$ cat src/rtl/boot_ld_pkg.sv
package boot_ld_pkg;
  // Host command byte layout (the host software depends on these positions)
  localparam int TOGGLE_POS = 7;
  localparam int RESET_POS  = 1;
  localparam int DATA_POS   = 0;
  // Busy flag position inside the host-readable status byte
  localparam int BUSY_POS   = 0;

  typedef struct packed {
    logic postCmd;      // host command byte arrives
    logic forceReset;   // host asks for coprocessor reset
    logic takeBit;      // command carries an accepted data bit
    logic commitByte;   // accepted bit completes a byte
    logic finishImage;  // completed byte is the last of the image
    logic armBusy;      // start or restart the busy window
  } ctlStrobe_t;
endpackage

$ cat src/rtl/boot_ld_ctrl.sv
module boot_ld_ctrl
  import boot_ld_pkg::*;
#(
  parameter int IMAGE_BYTES = 256,
  parameter int MBOX_W      = 8,
  localparam int ADDR_W     = $clog2(IMAGE_BYTES) + 1,
  localparam int CNT_W      = $clog2(MBOX_W)
) (
  input  logic              hostWrEn,
  input  logic              toggleIn,
  input  logic              resetReq,
  input  logic              prevToggle,
  input  logic [ADDR_W-1:0] addrCnt,
  input  logic [CNT_W-1:0]  bitCnt,
  output ctlStrobe_t        strobe
);
  localparam logic [ADDR_W-1:0] FULL_ADDR = ADDR_W'(IMAGE_BYTES);
  localparam logic [ADDR_W-1:0] LAST_ADDR = ADDR_W'(IMAGE_BYTES - 1);
  localparam logic [CNT_W-1:0]  LAST_BIT  = CNT_W'(MBOX_W - 1);

  logic [ADDR_W-1:0] effAddr;
  logic roomLeft;

  always_comb begin
    strobe            = '0;
    strobe.postCmd    = hostWrEn;
    strobe.forceReset = hostWrEn & resetReq;
    effAddr           = strobe.forceReset ? '0 : addrCnt;
    roomLeft          = effAddr < FULL_ADDR;
    strobe.takeBit    = hostWrEn & (toggleIn ^ prevToggle) & roomLeft;
    strobe.commitByte = strobe.takeBit & (bitCnt == LAST_BIT);
    strobe.finishImage = strobe.commitByte & (effAddr == LAST_ADDR);
    strobe.armBusy    = strobe.takeBit & ~strobe.finishImage;
  end
endmodule

$ cat src/rtl/boot_ld_datapath.sv
module boot_ld_datapath
  import boot_ld_pkg::*;
#(
  parameter int IMAGE_BYTES = 256,
  parameter int MBOX_W      = 8,
  parameter int BUSY_CYCLES = 750,
  localparam int ADDR_W     = $clog2(IMAGE_BYTES) + 1,
  localparam int RAM_AW     = $clog2(IMAGE_BYTES),
  localparam int CNT_W      = $clog2(MBOX_W),
  localparam int TMR_W      = $clog2(BUSY_CYCLES + 1)
) (
  input  logic              clk,
  input  logic              rst_n,
  input  ctlStrobe_t        strobe,
  input  logic [MBOX_W-1:0] hostWrData,
  input  logic              coproWrEn,
  input  logic [MBOX_W-1:0] coproWrData,
  output logic [ADDR_W-1:0] addrCnt,
  output logic [CNT_W-1:0]  bitCnt,
  output logic [MBOX_W-1:0] coproCmd,
  output logic [MBOX_W-1:0] hostStatus,
  output logic              fastIrq,
  output logic              coproReset,
  output logic              ramWrEn,
  output logic [RAM_AW-1:0] ramWrAddr,
  output logic [MBOX_W-1:0] ramWrData
);
  logic [MBOX_W-1:0] shiftAcc;
  logic [TMR_W-1:0]  busyTimer;
  logic [ADDR_W-1:0] baseAddr;
  logic [MBOX_W-1:0] fullByte;
  logic              busyExpire;
  logic [MBOX_W-1:0] statusNext;

  assign baseAddr   = strobe.forceReset ? '0 : addrCnt;
  assign fullByte   = {shiftAcc[MBOX_W-2:0], hostWrData[DATA_POS]};
  assign busyExpire = (busyTimer == TMR_W'(1)) & ~strobe.armBusy;

  always_comb begin
    statusNext = hostStatus;
    if (coproWrEn)      statusNext = coproWrData;
    if (busyExpire)     statusNext[BUSY_POS] = 1'b0;
    if (strobe.armBusy) statusNext[BUSY_POS] = 1'b1;
  end

  // Mailboxes and interrupt line
  always_ff @(posedge clk or negedge rst_n) begin
    if (!rst_n) begin
      coproCmd   <= '0;
      hostStatus <= '0;
      fastIrq    <= 1'b0;
    end else begin
      if (strobe.postCmd) coproCmd <= hostWrData;
      hostStatus <= statusNext;
      if (strobe.postCmd)  fastIrq <= 1'b1;
      else if (coproWrEn)  fastIrq <= 1'b0;
    end
  end

  // Busy window timer
  always_ff @(posedge clk or negedge rst_n) begin
    if (!rst_n)                      busyTimer <= '0;
    else if (strobe.armBusy)         busyTimer <= TMR_W'(BUSY_CYCLES);
    else if (busyTimer != '0)        busyTimer <= busyTimer - TMR_W'(1);
  end

  // Bit assembly and address sequencing
  always_ff @(posedge clk or negedge rst_n) begin
    if (!rst_n) begin
      shiftAcc   <= '0;
      bitCnt     <= '0;
      addrCnt    <= '0;
      coproReset <= 1'b1;
      ramWrEn    <= 1'b0;
      ramWrAddr  <= '0;
      ramWrData  <= '0;
    end else begin
      ramWrEn <= strobe.commitByte;
      if (strobe.commitByte) begin
        ramWrAddr <= baseAddr[RAM_AW-1:0];
        ramWrData <= fullByte;
        shiftAcc  <= '0;
        bitCnt    <= '0;
        addrCnt   <= baseAddr + ADDR_W'(1);
      end else begin
        if (strobe.takeBit) begin
          shiftAcc <= fullByte;
          bitCnt   <= bitCnt + CNT_W'(1);
        end
        if (strobe.forceReset) addrCnt <= '0;
      end
      if (strobe.finishImage)     coproReset <= 1'b0;
      else if (strobe.forceReset) coproReset <= 1'b1;
    end
  end
endmodule

$ cat src/rtl/copro_boot_loader.sv
module copro_boot_loader
  import boot_ld_pkg::*;
#(
  parameter int CLK_HZ      = 50_000_000,
  parameter int BUSY_US     = 15,
  parameter int IMAGE_BYTES = 256,
  localparam int MBOX_W     = 8,
  localparam int RAM_AW     = $clog2(IMAGE_BYTES),
  localparam int ADDR_W     = RAM_AW + 1,
  localparam int CNT_W      = $clog2(MBOX_W),
  localparam int BUSY_CYCLES = (CLK_HZ / 1_000_000) * BUSY_US
) (
  input  logic              clk,
  input  logic              rst_n,
  input  logic              hostWrEn,
  input  logic [MBOX_W-1:0] hostWrData,
  output logic [MBOX_W-1:0] hostStatus,
  input  logic              coproWrEn,
  input  logic [MBOX_W-1:0] coproWrData,
  output logic [MBOX_W-1:0] coproCmd,
  output logic              fastIrq,
  output logic              coproReset,
  output logic              ramWrEn,
  output logic [RAM_AW-1:0] ramWrAddr,
  output logic [MBOX_W-1:0] ramWrData
);
  ctlStrobe_t        strobe;
  logic [ADDR_W-1:0] addrCnt;
  logic [CNT_W-1:0]  bitCnt;

  boot_ld_ctrl #(.IMAGE_BYTES(IMAGE_BYTES), .MBOX_W(MBOX_W)) u_ctrl (
    .hostWrEn   (hostWrEn),
    .toggleIn   (hostWrData[TOGGLE_POS]),
    .resetReq   (hostWrData[RESET_POS]),
    .prevToggle (coproCmd[TOGGLE_POS]),
    .addrCnt    (addrCnt),
    .bitCnt     (bitCnt),
    .strobe     (strobe)
  );

  boot_ld_datapath #(
    .IMAGE_BYTES(IMAGE_BYTES), .MBOX_W(MBOX_W), .BUSY_CYCLES(BUSY_CYCLES)
  ) u_dp (
    .clk         (clk),
    .rst_n       (rst_n),
    .strobe      (strobe),
    .hostWrData  (hostWrData),
    .coproWrEn   (coproWrEn),
    .coproWrData (coproWrData),
    .addrCnt     (addrCnt),
    .bitCnt      (bitCnt),
    .coproCmd    (coproCmd),
    .hostStatus  (hostStatus),
    .fastIrq     (fastIrq),
    .coproReset  (coproReset),
    .ramWrEn     (ramWrEn),
    .ramWrAddr   (ramWrAddr),
    .ramWrData   (ramWrData)
  );
endmodule

$ cat config.mk
export PLATFORM = sky130hd
export DESIGN_NAME = copro_boot_loader
export DESIGN_NICKNAME = d
export VERILOG_FILES = /design/src/rtl/boot_ld_pkg.sv /design/src/rtl/boot_ld_ctrl.sv /design/src/rtl/boot_ld_datapath.sv /design/src/rtl/copro_boot_loader.sv
export SDC_FILE = /design/constraint.sdc
export NUM_CORES = 1
export LEC_CHECK = 0
export BUFFER_PORTS_ARGS = -buffer_cell sky130_fd_sc_hd__buf_2
export CAP_MARGIN = 0
export CORE_MARGIN = 2
export CORE_UTILIZATION = 58
export DETAILED_ROUTE_END_ITERATION = 16
export PLACE_DENSITY = 0.84
export SYNTH_ARGS = -nofsm -noshare
export SYNTH_HDL_FRONTEND = slang
export SYNTH_SLANG_ARGS = --single-unit
$ cat constraint.sdc
create_clock -name clk -period 5.1 [get_ports clk]
set_clock_uncertainty 0.05 [all_clocks]
set_input_delay 0.51 -clock clk [delete_from_list [all_inputs] [get_ports clk]]
set_output_delay 0.51 -clock clk [all_outputs]
set_load 0.01 [all_outputs]
### After elaboration in Yosys (flattened, before gate mapping)

Cells that the tools add are included.

| word-level totals | value |
|---|---|
| register bits | 64 |
| input port bits | 20 |
| output and inout port bits | 35 |
| word-level logic and storage cells | 50 |

| cells by class | value |
|---|---|
| add/subtract/negate cells | 3 |
| $lt $le $gt $ge | 1 |
| equal/unequal tests | 3 |
| mux-type cells | 15 |
| bitwise gates (word level) | 10 |
| reductions and logical operators | 6 |

Operator list:

| cell | count |
|---|---|
| $mux 10 | 2 |
| $mux 9 | 2 |
| $mux 7 | 2 |
| $eq 10x1->1 const B | 1 |
| $reduce_bool 10->1 | 1 |
| $sub 10x1->10 const B | 1 |
| $add 9x1->9 const B | 1 |
| $eq 9x8->1 const B | 1 |
| $lt 9x9->1 const B | 1 |
| $reduce_bool 2->1 | 4 |
| $and 1x1->1 | 7 |
| $mux 1 | 7 |
| $mux 3 | 2 |
| $add 3x1->3 const B | 1 |
| $eq 3x3->1 const B | 1 |
| $reduce_bool 3->1 | 1 |
| $not 1->1 | 2 |
| $xor 1x1->1 | 1 |

### Logic depth before layout (Yosys ltp)

| depth | value |
|---|---|
| word-level depth | 12 |
| depth in mapped cells | 10 |
| mapped depth without buffers | 10 |

### By module

Synthesis repeated with hierarchy kept, for this count alone.

| second synthesis, totals | value |
|---|---|
| cells, all modules | 231 |
| area total of the unflattened synthesis | 2,803.9 µm² |

By module, submodules not included:

| module | times used | cells an instance | area an instance (µm²) | seq. area each (µm²) |
|---|---|---|---|---|
| boot_ld_datapath | 1 | 218 | 2,721.4 | 1,602.8 |
| boot_ld_ctrl | 1 | 13 | 82.6 | 0.0 |

### Worst setup path after synthesis

Ideal clock, no wire load.

| timing path | value |
|---|---|
| path kind | input -> register |
| start | input port hostWrData[1] |
| end | register u_dp.busyTimer[2] |
| setup time | 120 ps |
| data arrival time | 1,839 ps |
| data required time | 4,930 ps |
| path slack | 3,091 ps |
| stages | 10 |
| buffers on the path | 0 |
| cells stage by stage | nand2_1 and2_1 ha_1 nand3_1 nor2_1 ha_1 nand2_1 nand4_1 o21ai_0 a31o_2 |

| on the way | value |
|---|---|
| cells in the longest elaborated chain, start to end | 9 |
| elaborated cells between the ends (all ways) | 11 |
| those cells by class | order compare (1); eq/ne (1); mux (2); bitwise (6); reduce/logical (1) |

RTL lines:

| what | line | RTL |
|---|---|---|
| start, declared | copro_boot_loader.sv:16 | `input logic [MBOX_W-1:0] hostWrData,` |
| $and 1x1->1 (*) | boot_ld_ctrl.sv:27 | `strobe.forceReset = hostWrEn & resetReq;` |
| $mux 9 (*) | -- |  |
| net u_ctrl.effAddr[0] | boot_ld_ctrl.sv:21 | `logic [ADDR_W-1:0] effAddr;` |
| $lt 9x9->1 | boot_ld_ctrl.sv:29 | `roomLeft = effAddr < FULL_ADDR;` |
| $and 1x1->1 | boot_ld_ctrl.sv:30 | `strobe.takeBit = hostWrEn & (toggleIn ^ prevToggle) & roomLeft;` |
| $and 1x1->1 | boot_ld_ctrl.sv:31 | `strobe.commitByte = strobe.takeBit & (bitCnt == LAST_BIT);` |
| $and 1x1->1 | boot_ld_ctrl.sv:32 | `strobe.finishImage = strobe.commitByte & (effAddr == LAST_ADDR);` |
| $not 1->1 | boot_ld_ctrl.sv:33 | `strobe.armBusy = strobe.takeBit & ~strobe.finishImage;` |
| $and 1x1->1 (*) | boot_ld_ctrl.sv:33 |  |
| $mux 10 / $reduce_bool 2->1 (equally long branches) | -- |  |
| end signal, assigned | boot_ld_datapath.sv:63 | `else if (strobe.armBusy) busyTimer <= TMR_W'(BUSY_CYCLES);` |
| end signal, assigned | boot_ld_datapath.sv:64 | `else if (busyTimer != '0) busyTimer <= busyTimer - TMR_W'(1);` |
| end, declared | boot_ld_datapath.sv:29 | `logic [TMR_W-1:0] busyTimer;` |

Mark *: on every way through the listed nets, which the timed path passes. The rest lies on a longest branch.
A chain may end at the register's enable or synchronous reset.

### Final worst setup path

| timing path | value |
|---|---|
| start | register u_dp.bitCnt[0] |
| end | register u_dp.ramWrAddr[0] |

| on the way | value |
|---|---|
| cells in the longest elaborated chain, start to end | 2 |

RTL lines:

| what | line | RTL |
|---|---|---|
| start, declared | boot_ld_datapath.sv:19 | `output logic [CNT_W-1:0] bitCnt,` |
| start signal, assigned | boot_ld_datapath.sv:88 | `bitCnt <= bitCnt + CNT_W'(1);` |
| $eq 3x3->1 | boot_ld_ctrl.sv:31 |  |
| $and 1x1->1 | boot_ld_ctrl.sv:31 |  |
| end signal, assigned | boot_ld_datapath.sv:80 | `ramWrAddr <= baseAddr[RAM_AW-1:0];` |
| end, declared | boot_ld_datapath.sv:25 | `output logic [RAM_AW-1:0] ramWrAddr,` |

Every way passes these cells.

==> metrics <==
total track usage a little over a fifth; largest net degree at the start of global routing between 60 and 70; Seq/Total Area, Yosys between 50% and 60%; Diodes inserted 0; met1 wire length ~2500 um; Multi-input gate area ~1100 um^2; share of cells above drive strength 1 about 28%; H-tree levels 3; Crit path required time about 5.3 ns; full die area 5370 um^2; Via density between 5 and 6; root buf cell clkbuf_8; Synth top area share 56.6%; Avg WL per Cell 14.0 um; nets@finish approximately 350; FF-to-FF Start u_dp.bitCnt[0]; Startpoint Class flip-flop; Power Dens Cells roughly 410 nW/um^2; initial antenna violation count 0; post-synthesis cell type count 35; worst skew pair latency between 0.3 and 0.4 ns; most common cell after layout, fill and taps aside dfrtp_1; CP Capture Type flip-flop; CP max FO 25; most frequent CP cell ha_1; global-route wire length before repair ~8600 um; post-layout power 1.33 mW; Least-Margin Pin Slew ~0.78 ns; placement row count 25; final period utilization between 50% and 60%; Overflow after GRT 0; Worst-path clk slew ~0.07 ns; HP Class in2async; Final Critical Period 2.92 ns; CTS buffer count 9; routed wire length 5250 um; status completed; post-CTS setup repair buffer count 0; final setup fails 0; Design Area, Final approximately 3300 um^2; deepest clock path buffer count 2; Worst Reg-to-Reg Cells 6; Max Cap Violations 0; TritonCTS Sinks 64; vias in the first global route a little under 2000; Max Slew Vio Count 0; commonest cells after routing, fill and taps aside 63 x dfrtp_1, 57 x nand2_1, 54 x buf_2, 19 x o21ai_0, 18 x mux2_2; Post-synth EDFFs 0; Area Overhead vs Synth 17.4%; Highest Signal Layer met4; synthesized cell area roughly 2800 um^2; WL met3 about 260 um; Post-DP HPWL between 3000 and 4000 um; Antenna Nets Post-Route 0; top_reg_cell synth dfrtp_1; CORE AREA approximately 4700 um^2; FF+latch area between 1500 and 2000 um^2; Placed Area around 3000 um^2; Die Wd around 73 um; Gates resized, CTS repair 0; critical path buffer and inverter count 1; Mapped Cells between 200 and 300; IO buf count 54; Synth Net Count 290; 1st-pass router iterations 4; slew margin rel. about half; post-route DRC violation count 0; die height roughly 73 um; Vias 2093; Reg-to-Reg End u_dp.ramWrAddr[0]; TNS Setup 0 ns; cell taking the most area after synthesis dfrtp_1; GPL Wtd Cong approximately 0.94; Starting Density 59.4%; Mean Syn Cell Area ~11 um^2; asr flop ratio synth between 90% and 100%; synth top area cells dfrtp_1 57%, nand2_1 7.7%, mux2_2 7.3%, o21ai_0 3.4%, ha_1 3.1%; YS warnings 0; CP top delay family simple AND/OR/NAND/NOR gates; flops & latches, synth 64; slowest CP cell clkinv_1; Max Freq ~0.34 GHz; Post-CTS Hold Fix Bufs 0; final hold violation count 0; CTS tree yes; Max IR drop VDD 0.000204 V; Worst Setup Path Type reg2reg; R2R setup slack 2.18 ns; drt initial violations approximately 100; Filler cells 341; Met2 Wirelength between 2000 and 2500 um; RSZ-0062 raised after global routing false; WP data arrival 3.08 ns; IO Count 55; crit path cell chain ha_1 > ha_1 > nand2_1 > or3_1 > clkinv_1 > mux2_2; Worst path max stage delay approximately 0.65 ns; Leak 1.61 nW; Final Util between 60% and 70%
metrics by stage:
stage | hold slack [ns] | setup WS [ns] | instances
detailed placement | 0.410 | 2.15 | 361
global placement | 0.398 | 2.33 | 361
finish | 0.293 | 2.18 | 376
CTS | 0.319 | 2.13 | 376
floorplan | 0.164 | 3.09 | 263
global route | 0.347 | 1.89 | 376
synth_stat cells (2+ instances only):
master,number
a21o_1,2
a21oi_1,3
and2_1,5
and3_1,3
buf_2,2
clkbuf_1,7
dfrtp_1,63
ha_1,7
inv_1,5
mux2_2,18
mux2i_1,3
nand2_1,57
nand2b_1,11
nand3_1,14
nand4_1,3
nor2_1,5
nor3_1,6
nor3b_1,2
nor4_1,5
o21ai_0,19
o31ai_1,2
or3_1,3
xnor2_1,4
xor2_1,3
metal layers:
metal	GRT usage (%)	up-vias
li1	-	1015
met1	28.1	1005
met2	32.6	62
met3	5.62	11
met4	11.9	0
met5	0	-
report_power, final:
part | total [mW] | internal [mW] | leakage (nW) | switching, mW
sequential | 0.669 | 0.598 | 0.803 | 0.0702
combinational | 0.246 | 0.113 | 0.709 | 0.133
clock | 0.418 | 0.234 | 0.0989 | 0.184
total | 1.33 | 0.946 | 1.61 | 0.387
final cells by class:
cell class,count,share of cell area [%]
Inverter,6,0.689
Timing Repair Buffer,55,8.49
Clock buffer,11,4.32
Tap cell,54,2.07
Sequential cell,64,49.0
Clock inverter,4,1.38
Multi-Input combinational cell,182,34.0
sequential cells by signal, summed over array words and instances (netlist names):
name             cells
u_dp.addrCnt         9
u_dp.bitCnt          3
u_dp.busyTimer      10
u_dp.coproCmd        8
u_dp.coproReset      1
u_dp.fastIrq         1
u_dp.hostStatus      8
u_dp.ramWrAddr       8
u_dp.ramWrData       8
u_dp.ramWrEn         1
u_dp.shiftAcc        7
logic make-up after synthesis:
kind of cell             synth area share [%]
multiplexers                             8.35
XOR/XNOR                                 2.20
AND/OR/NAND/NOR                          19.4
AO/OA/AOI/OAI                            6.83
adder cells (fa/ha/maj)                  3.14
buffers and inverters                    2.51
flip-flops                               57.5
worst max-delay path by stage:
| stage | to | slack [ns] | startpoint | depth (start not counted) |
|---|---|---|---|---|
| after detailed placement | u_dp.ramWrAddr[1] | 2.15 | u_dp.bitCnt[0] | 6 |
| final | u_dp.ramWrAddr[0] | 2.18 | u_dp.bitCnt[0] | 6 |
| after global placement | u_dp.ramWrAddr[0] | 2.33 | u_dp.bitCnt[0] | 6 |
| after floorplan | u_dp.busyTimer[2] | 3.09 | hostWrData[1] | 10 |
| after global routing | u_dp.addrCnt[2] | 1.89 | u_dp.bitCnt[0] | 7 |
| after CTS | u_dp.ramWrAddr[0] | 2.13 | u_dp.bitCnt[0] | 6 |
No activity file was read; power rests on OpenSTA's default activity.
